`src/rtl/dbo_pkg.sv`:
```
package dbo_pkg;
    localparam int DATA_W = 32;
    localparam int CNT_W  = 16;
    localparam int ADDR_W = 2;
    localparam int RSEL_W = 4;

    typedef enum logic [ADDR_W-1:0] {
        A_CTL = 2'd0,
        A_GOP = 2'd1,
        A_CNT = 2'd2
    } reg_addr_e;

    typedef enum logic [1:0] {
        SZ_BYTE = 2'd0,
        SZ_WORD = 2'd1,
        SZ_LONG = 2'd2
    } acc_size_e;

    typedef enum logic [1:0] {
        ST_IDLE,
        ST_REQ,
        ST_XFER,
        ST_REL
    } own_state_e;

    typedef struct packed {
        logic [RSEL_W-1:0] rsel;
        logic              end_flag;
        logic              irq_en;
        logic              burst;
        logic              enable;
    } chan_ctl_t;

    localparam int CTL_W = $bits(chan_ctl_t);

    function automatic logic wide_access(input logic [1:0] sz);
        return sz != SZ_BYTE;
    endfunction
endpackage

```
`src/rtl/dbo_regs.sv`:
```
module dbo_regs
    import dbo_pkg::*;
(
    input  logic              clk,
    input  logic              rst,
    input  logic              wr_en,
    input  logic [ADDR_W-1:0] wr_addr,
    input  logic [1:0]        wr_size,
    input  logic [DATA_W-1:0] wr_data,
    input  logic              nmi_in,
    input  logic              unit_dec,
    output chan_ctl_t         ctl,
    output logic [CNT_W-1:0]  count,
    output logic              nmi_flag
);
    chan_ctl_t        ctl_q;
    chan_ctl_t        ctl_new;
    logic [CNT_W-1:0] cnt_q;
    logic             flag_q;
    logic             wr_ctl, ctl_ok, wr_cnt_ok, wr_gop_clr, last_unit;

    always_comb begin
        ctl_new    = chan_ctl_t'(wr_data[CTL_W-1:0]);
        wr_ctl     = wr_en && (wr_addr == A_CTL);
        ctl_ok     = wr_ctl && !(ctl_q.enable && (ctl_new.rsel != ctl_q.rsel));
        wr_cnt_ok  = wr_en && (wr_addr == A_CNT) && wide_access(wr_size);
        wr_gop_clr = wr_en && (wr_addr == A_GOP) && !wr_data[0];
        last_unit  = unit_dec && (cnt_q == CNT_W'(1));
    end

    always_ff @(posedge clk) begin
        if (rst) begin
            ctl_q  <= '0;
            cnt_q  <= '0;
            flag_q <= 1'b0;
        end else begin
            if (ctl_ok) begin
                ctl_q.enable <= ctl_new.enable;
                ctl_q.burst  <= ctl_new.burst;
                ctl_q.irq_en <= ctl_new.irq_en;
                ctl_q.rsel   <= ctl_new.rsel;
                if (!ctl_new.end_flag) ctl_q.end_flag <= 1'b0;
            end
            if (last_unit) begin
                ctl_q.enable   <= 1'b0;
                ctl_q.end_flag <= 1'b1;
            end
            if (unit_dec)       cnt_q <= cnt_q - CNT_W'(1);
            else if (wr_cnt_ok) cnt_q <= wr_data[CNT_W-1:0];
            if (nmi_in)          flag_q <= 1'b1;
            else if (wr_gop_clr) flag_q <= 1'b0;
        end
    end

    assign ctl      = ctl_q;
    assign count    = cnt_q;
    assign nmi_flag = flag_q;

    AST_RSEL_GUARD: assert property (@(posedge clk) disable iff (rst)
        (!$past(rst) && !$stable(ctl_q.rsel)) |-> !$past(ctl_q.enable));
    AST_FLAG_STICKY: assert property (@(posedge clk) disable iff (rst)
        (!$past(rst) && $past(nmi_in)) |-> flag_q);
    AST_COUNT_STEP: assert property (@(posedge clk) disable iff (rst)
        (!$past(rst) && !$past(wr_en) && !$stable(cnt_q)) |-> (cnt_q == $past(cnt_q) - CNT_W'(1)));
    AST_END_CLEARS_EN: assert property (@(posedge clk) disable iff (rst)
        (!$past(rst) && $rose(ctl_q.end_flag)) |-> !ctl_q.enable);
endmodule

```
`src/rtl/dbo_fsm.sv`:
```
module dbo_fsm
    import dbo_pkg::*;
(
    input  logic             clk,
    input  logic             rst,
    input  logic             enable,
    input  logic             burst,
    input  logic [CNT_W-1:0] count,
    input  logic             nmi_flag,
    input  logic             nmi_in,
    input  logic             xfer_req,
    input  logic             bus_gnt,
    input  logic             unit_done,
    output logic             bus_req,
    output logic             xfer_active,
    output logic             unit_dec
);
    own_state_e state_q, state_d;
    logic       may_run, may_start, unit_ends_hold;

    always_comb begin
        may_run        = enable && !nmi_flag && !nmi_in;
        may_start      = may_run && (count != '0) && xfer_req;
        xfer_active    = (state_q == ST_XFER) && bus_gnt;
        unit_dec       = xfer_active && unit_done && !nmi_in;
        unit_ends_hold = unit_dec && (!burst || (count == CNT_W'(1)));
        bus_req        = (state_q == ST_REQ) || (state_q == ST_XFER);
    end

    always_comb begin
        state_d = state_q;
        unique case (state_q)
            ST_IDLE: if (may_start) state_d = ST_REQ;
            ST_REQ: begin
                if (!may_run)     state_d = ST_REL;
                else if (bus_gnt) state_d = ST_XFER;
            end
            ST_XFER: begin
                if (!may_run || unit_ends_hold) state_d = ST_REL;
            end
            ST_REL: if (!bus_gnt) state_d = ST_IDLE;
            default: state_d = ST_IDLE;
        endcase
    end

    always_ff @(posedge clk) begin
        if (rst) state_q <= ST_IDLE;
        else     state_q <= state_d;
    end

    AST_REQ_ONLY_WHEN_READY: assert property (@(posedge clk) disable iff (rst)
        (!$past(rst) && $rose(bus_req)) |-> $past(enable && !nmi_flag && !nmi_in && xfer_req && (count != '0)));
    AST_NMI_ABORT: assert property (@(posedge clk) disable iff (rst)
        nmi_in |=> (!bus_req && !xfer_active));
    AST_STEAL_RELEASE: assert property (@(posedge clk) disable iff (rst)
        (unit_dec && !burst) |=> !bus_req);
    AST_BURST_HOLD: assert property (@(posedge clk) disable iff (rst)
        (unit_dec && burst && enable && !nmi_flag && (count > CNT_W'(1))) |=> bus_req);
    AST_REL_WAITS_GNT: assert property (@(posedge clk) disable iff (rst)
        ((state_q == ST_REL) && bus_gnt) |=> !bus_req);
    AST_FLAG_BLOCKS: assert property (@(posedge clk) disable iff (rst)
        ((state_q == ST_IDLE) && nmi_flag) |=> !bus_req);
endmodule

```
`src/rtl/dma_bus_owner.sv`:
```
module dma_bus_owner
    import dbo_pkg::*;
(
    input  logic              clk,
    input  logic              rst,
    input  logic              wr_en_i,
    input  logic [ADDR_W-1:0] wr_addr_i,
    input  logic [1:0]        wr_size_i,
    input  logic [DATA_W-1:0] wr_data_i,
    input  logic              nmi_i,
    input  logic              xfer_req_i,
    input  logic              bus_gnt_i,
    input  logic              unit_done_i,
    output logic              bus_req_o,
    output logic              xfer_active_o,
    output logic              enable_o,
    output logic              nmi_flag_o,
    output logic              end_flag_o,
    output logic              irq_o,
    output logic [RSEL_W-1:0] rsel_o,
    output logic [CNT_W-1:0]  count_o
);
    chan_ctl_t        ctl;
    logic [CNT_W-1:0] count;
    logic             nmi_flag;
    logic             unit_dec;

    dbo_regs u_regs (
        .clk      (clk),
        .rst      (rst),
        .wr_en    (wr_en_i),
        .wr_addr  (wr_addr_i),
        .wr_size  (wr_size_i),
        .wr_data  (wr_data_i),
        .nmi_in   (nmi_i),
        .unit_dec (unit_dec),
        .ctl      (ctl),
        .count    (count),
        .nmi_flag (nmi_flag)
    );

    dbo_fsm u_fsm (
        .clk         (clk),
        .rst         (rst),
        .enable      (ctl.enable),
        .burst       (ctl.burst),
        .count       (count),
        .nmi_flag    (nmi_flag),
        .nmi_in      (nmi_i),
        .xfer_req    (xfer_req_i),
        .bus_gnt     (bus_gnt_i),
        .unit_done   (unit_done_i),
        .bus_req     (bus_req_o),
        .xfer_active (xfer_active_o),
        .unit_dec    (unit_dec)
    );

    assign enable_o   = ctl.enable;
    assign nmi_flag_o = nmi_flag;
    assign end_flag_o = ctl.end_flag;
    assign irq_o      = ctl.end_flag && ctl.irq_en;
    assign rsel_o     = ctl.rsel;
    assign count_o    = count;

    AST_IRQ_AFTER_END: assert property (@(posedge clk) disable iff (rst)
        irq_o |-> !enable_o);
endmodule

```
`config.mk`:
```
export PLATFORM = sky130hd
export DESIGN_NAME = dma_bus_owner
export DESIGN_NICKNAME = d
export VERILOG_FILES = /design/src/rtl/dbo_pkg.sv /design/src/rtl/dbo_regs.sv /design/src/rtl/dbo_fsm.sv /design/src/rtl/dma_bus_owner.sv
export SDC_FILE = /design/constraint.sdc
export NUM_CORES = 1
export LEC_CHECK = 0
export BUFFER_PORTS_ARGS = -buffer_cell sky130_fd_sc_hd__buf_2
export CAP_MARGIN = 0
export CORE_MARGIN = 3
export CORE_UTILIZATION = 33
export DETAILED_ROUTE_END_ITERATION = 8
export GPL_ROUTABILITY_DRIVEN = 0
export PLACE_DENSITY_LB_ADDON = 0.05
export SLEW_MARGIN = 20
export SYNTH_ARGS = -nofsm -noshare
export SYNTH_HDL_FRONTEND = slang
export SYNTH_SLANG_ARGS = --single-unit
```
`constraint.sdc`:
```
create_clock -name clk -period 3.6 [get_ports clk]
set_clock_uncertainty 0.2 [all_clocks]
set_input_delay 0.18 -clock clk [delete_from_list [all_inputs] [get_ports clk]]
set_output_delay 0.18 -clock clk [all_outputs]
set_load 0.01 [all_outputs]
```
==> flow_summary.ini <==
[outcome]
outcome = finished clean

[power]
p_clk_frac = 0.289
switching_share = 0.280
p_int_mw = 0.440
switchingPower_mw = 0.171
p_comb_frac = 0.185
vdd_drop_max_mv = 0.139
p_per_area_nw_per_um2 = 301
finalPower_mw = 0.611
leakagePower_nw = 0.870
pwr-share-seq = 0.527

[synth]
yosysUniqueCellTypes = 46
postSynthAreaPerCell_sq_um = 8.29
syn_area_sq_um = 1560
synth_edf_count = 0
synthFlopType = dfxtp_1
synth_warnings = 0
synth_nets = 239
seq_area_frac_synth = 0.347
async_reset_ff_frac = 0
synth_cells = 188
ys_ff_latch = 27

[worst_setup_path]
crit_path_end_kind = register
crit_type = register to register
critPathMaxFanout = 8
r2r_start = u_fsm.state_q[0]
required_ps = 3600
cp_data_arrival_time_ps = 2520
reg2regPathDepth = 7
r2r_end = u_regs.count[11]
startpoint_type = register
rrSetupSlack_ps = 1080

[global_routing]
grt_overflow = 0
antenna_found_initial = 0
grt_pass1_wl_um = 7020
first_global_vias = 1505
grt_usage = 0.159
grt_max_degree = 28

[drt]
dr_total_vias = 1604
drt_wl_total_um = 4370
dr.pass1.iters = 4
ant_nets = 0
wire_per_inst_um = 14.5
met1_length_um = 2070
drcViolationCount = 0
wl_met2_um = 2080
wl_met3_um = 215
drt_iter0_drc = 91
topRoutingLayerUsed = met4
drt-vias-per-instance = 5.31

[cells_and_area]
area_delta_synth_final_pct = 30.4
nNetsFinal = 302
fillers = 449
layout-drive-gt1-share = 0.260
antennaDiodeCount = 0

[timing]
final_max_slew_viol_count = 0
rsz0062_at_grt = false
period_share = 0.700
max_freq_mhz = 397
relSlewSlack = 0.438
hold_viol = 0
tightestPinTransition_ps = 841
setup_violations = 0
finalSetupTns_ps = 0
min_period_ps = 2520

[hold_path]
worst_hold_path.endpoint = u_regs.ctl[0]
min_from = wr_data_i[0]
whs_path_depth = 3
holdCritPathClass = input port to register

[clocking]
post-cts-setup-buffer-count = 0
clkLatencyLatePin_ps = 270
clock-sinks = 27
cts_made_buffers = 3
clockBufferDepth = 2
h-tree-depth = 1
root_buffer = clkbuf_8
cts_tree = yes
path_clk_slew_ps = 100

[run]
max_cap_violations = 0

[floorplan]
core_area_sq_um = 4440
fp.dieArea_sq_um = 5590
ios = 69
start_util = 0.351
num_rows = 24
fp.dieH_um = 74.7
die_w_um = 74.7

[placement]
port_buffers = 52
place_hpwl_um = 3230
## per-stage QoR
stage / worst slack (ps) / hold slack, ps / cell area (sq um) / util / std cells
finish: 1080 / 14.4 / 2030 / 0.457 / 302
global route: 871 / 9.43 / 2030 / 0.457 / 302
CTS: 1080 / 6.07 / 2030 / 0.457 / 302
detailed placement: 1110 / 245 / 1840 / 0.413 / 283
global placement: 1150 / 233 / 1840 / 0.413 / 283
floorplan: 1380 / 97.4 / 1560 / - / 188
## how the worst max path moves through the flow
| stage | startpoint | endpoint | slack (ps) | cells past startpoint |
|---|---|---|---|---|
| 4_1_cts | u_fsm.state_q[0] | u_regs.count[11] | 1080 | 7 |
| 2_1_floorplan | u_fsm.state_q[0] | u_regs.count[11] | 1380 | 8 |
| 6_report | u_fsm.state_q[0] | u_regs.count[11] | 1080 | 7 |
| 3_3_place_gp | u_fsm.state_q[0] | u_regs.count[11] | 1150 | 7 |
| 5_1_grt | u_fsm.state_q[0] | u_regs.count[11] | 870 | 7 |
| 3_5_place_dp | u_fsm.state_q[0] | u_regs.count[11] | 1110 | 7 |
## final cells by class
cell class	count	area, sq um	share of cell area
clock buffer	3	41.3	0.0203
clock inverter	1	5.00	0.00246
inverter	4	15.0	0.00738
multi-input combinational	147	948	0.466
sequential	27	541	0.266
tap	52	65.1	0.0320
timing repair buffer	68	418	0.206
## cell usage in the layout (no fill, tap or decap), types with 4 or more instances in the layout
master / synthesis / routed
nor2_1: 18 / 18
nand3_1: 10 / 10
a21oi_1: 17 / 17
nand2_1: 19 / 19
nor3_1: 10 / 10
or3_1: 4 / 4
dlygate4sd3_1: 0 / 15
xor2_1: 4 / 4
ha_1: 8 / 8
dfxtp_1: 27 / 27
inv_1: 4 / 4
nor4_1: 5 / 5
a31oi_1: 5 / 5
buf_2: 2 / 52
## state kept, by name, summed over array words and instances, names as in the netlist
name and flops:
u_regs.count 16, u_regs.nmi_flag 1, u_fsm.state_q 2, u_regs.ctl 8
## critical path: stages (launching register included)
cell and delay, ps:
dfxtp_1 340, inv_1 140, ha_1 230, and4b_1 410, nand3_2 190, or3_4 380, or4_1 400, a31oi_1 160
## synthesized netlist by cell type, drive strengths merged, types with 2 or more instances
cell type	number	area share
dfxtp	27	0.35
nand2	19	0.046
nor2	18	0.043
a21oi	17	0.055
nand3	11	0.039
nor3	10	0.032
ha	8	0.064
nor4	7	0.042
buf	6	0.026
a31oi	5	0.020
or3	5	0.023
clkbuf	4	0.0096
inv	4	0.0096
xor2	4	0.022
nand4	3	0.012
nor2b	3	0.012
nor3b	3	0.014
o211ai	3	0.014
o21ai	3	0.0096
a2111oi	2	0.011
and2	2	0.0080
and3	2	0.0080
o211a	2	0.013
o311ai	2	0.011
or4	2	0.0096
## routing by layer
layer,track usage,vias up
met4,0.0356,0
li1,-,825
met2,0.258,45
met3,0.0254,2
met1,0.222,732
met5,0,-
## power by group through the flow
stage               logic, mW  registers (mW)  clock network (mW)
floorplan              0.0569           0.330                   0
global placement       0.0997           0.328                   0
detailed placement      0.101           0.329                   0
CTS                     0.114           0.322               0.187
global route            0.125           0.324               0.195
finish                  0.113           0.322               0.176
## what timing repair did
item,in CTS,in global routing
hold buffers,15,0
resized for setup,0,0
hold endpoints to repair,16,0
## cell families after synthesis
| family | synth area share |
|---|---|
| adders and majority gates | 0.0642 |
| muxes | 0.0136 |
| AOI/OAI and AO/OA | 0.194 |
| buffers and inverters | 0.0449 |
| DFF | 0.347 |
| xor gates and xnor gates | 0.0225 |
| and+or+nand+nor | 0.314 |
Power figures use the tool's default switching activity.
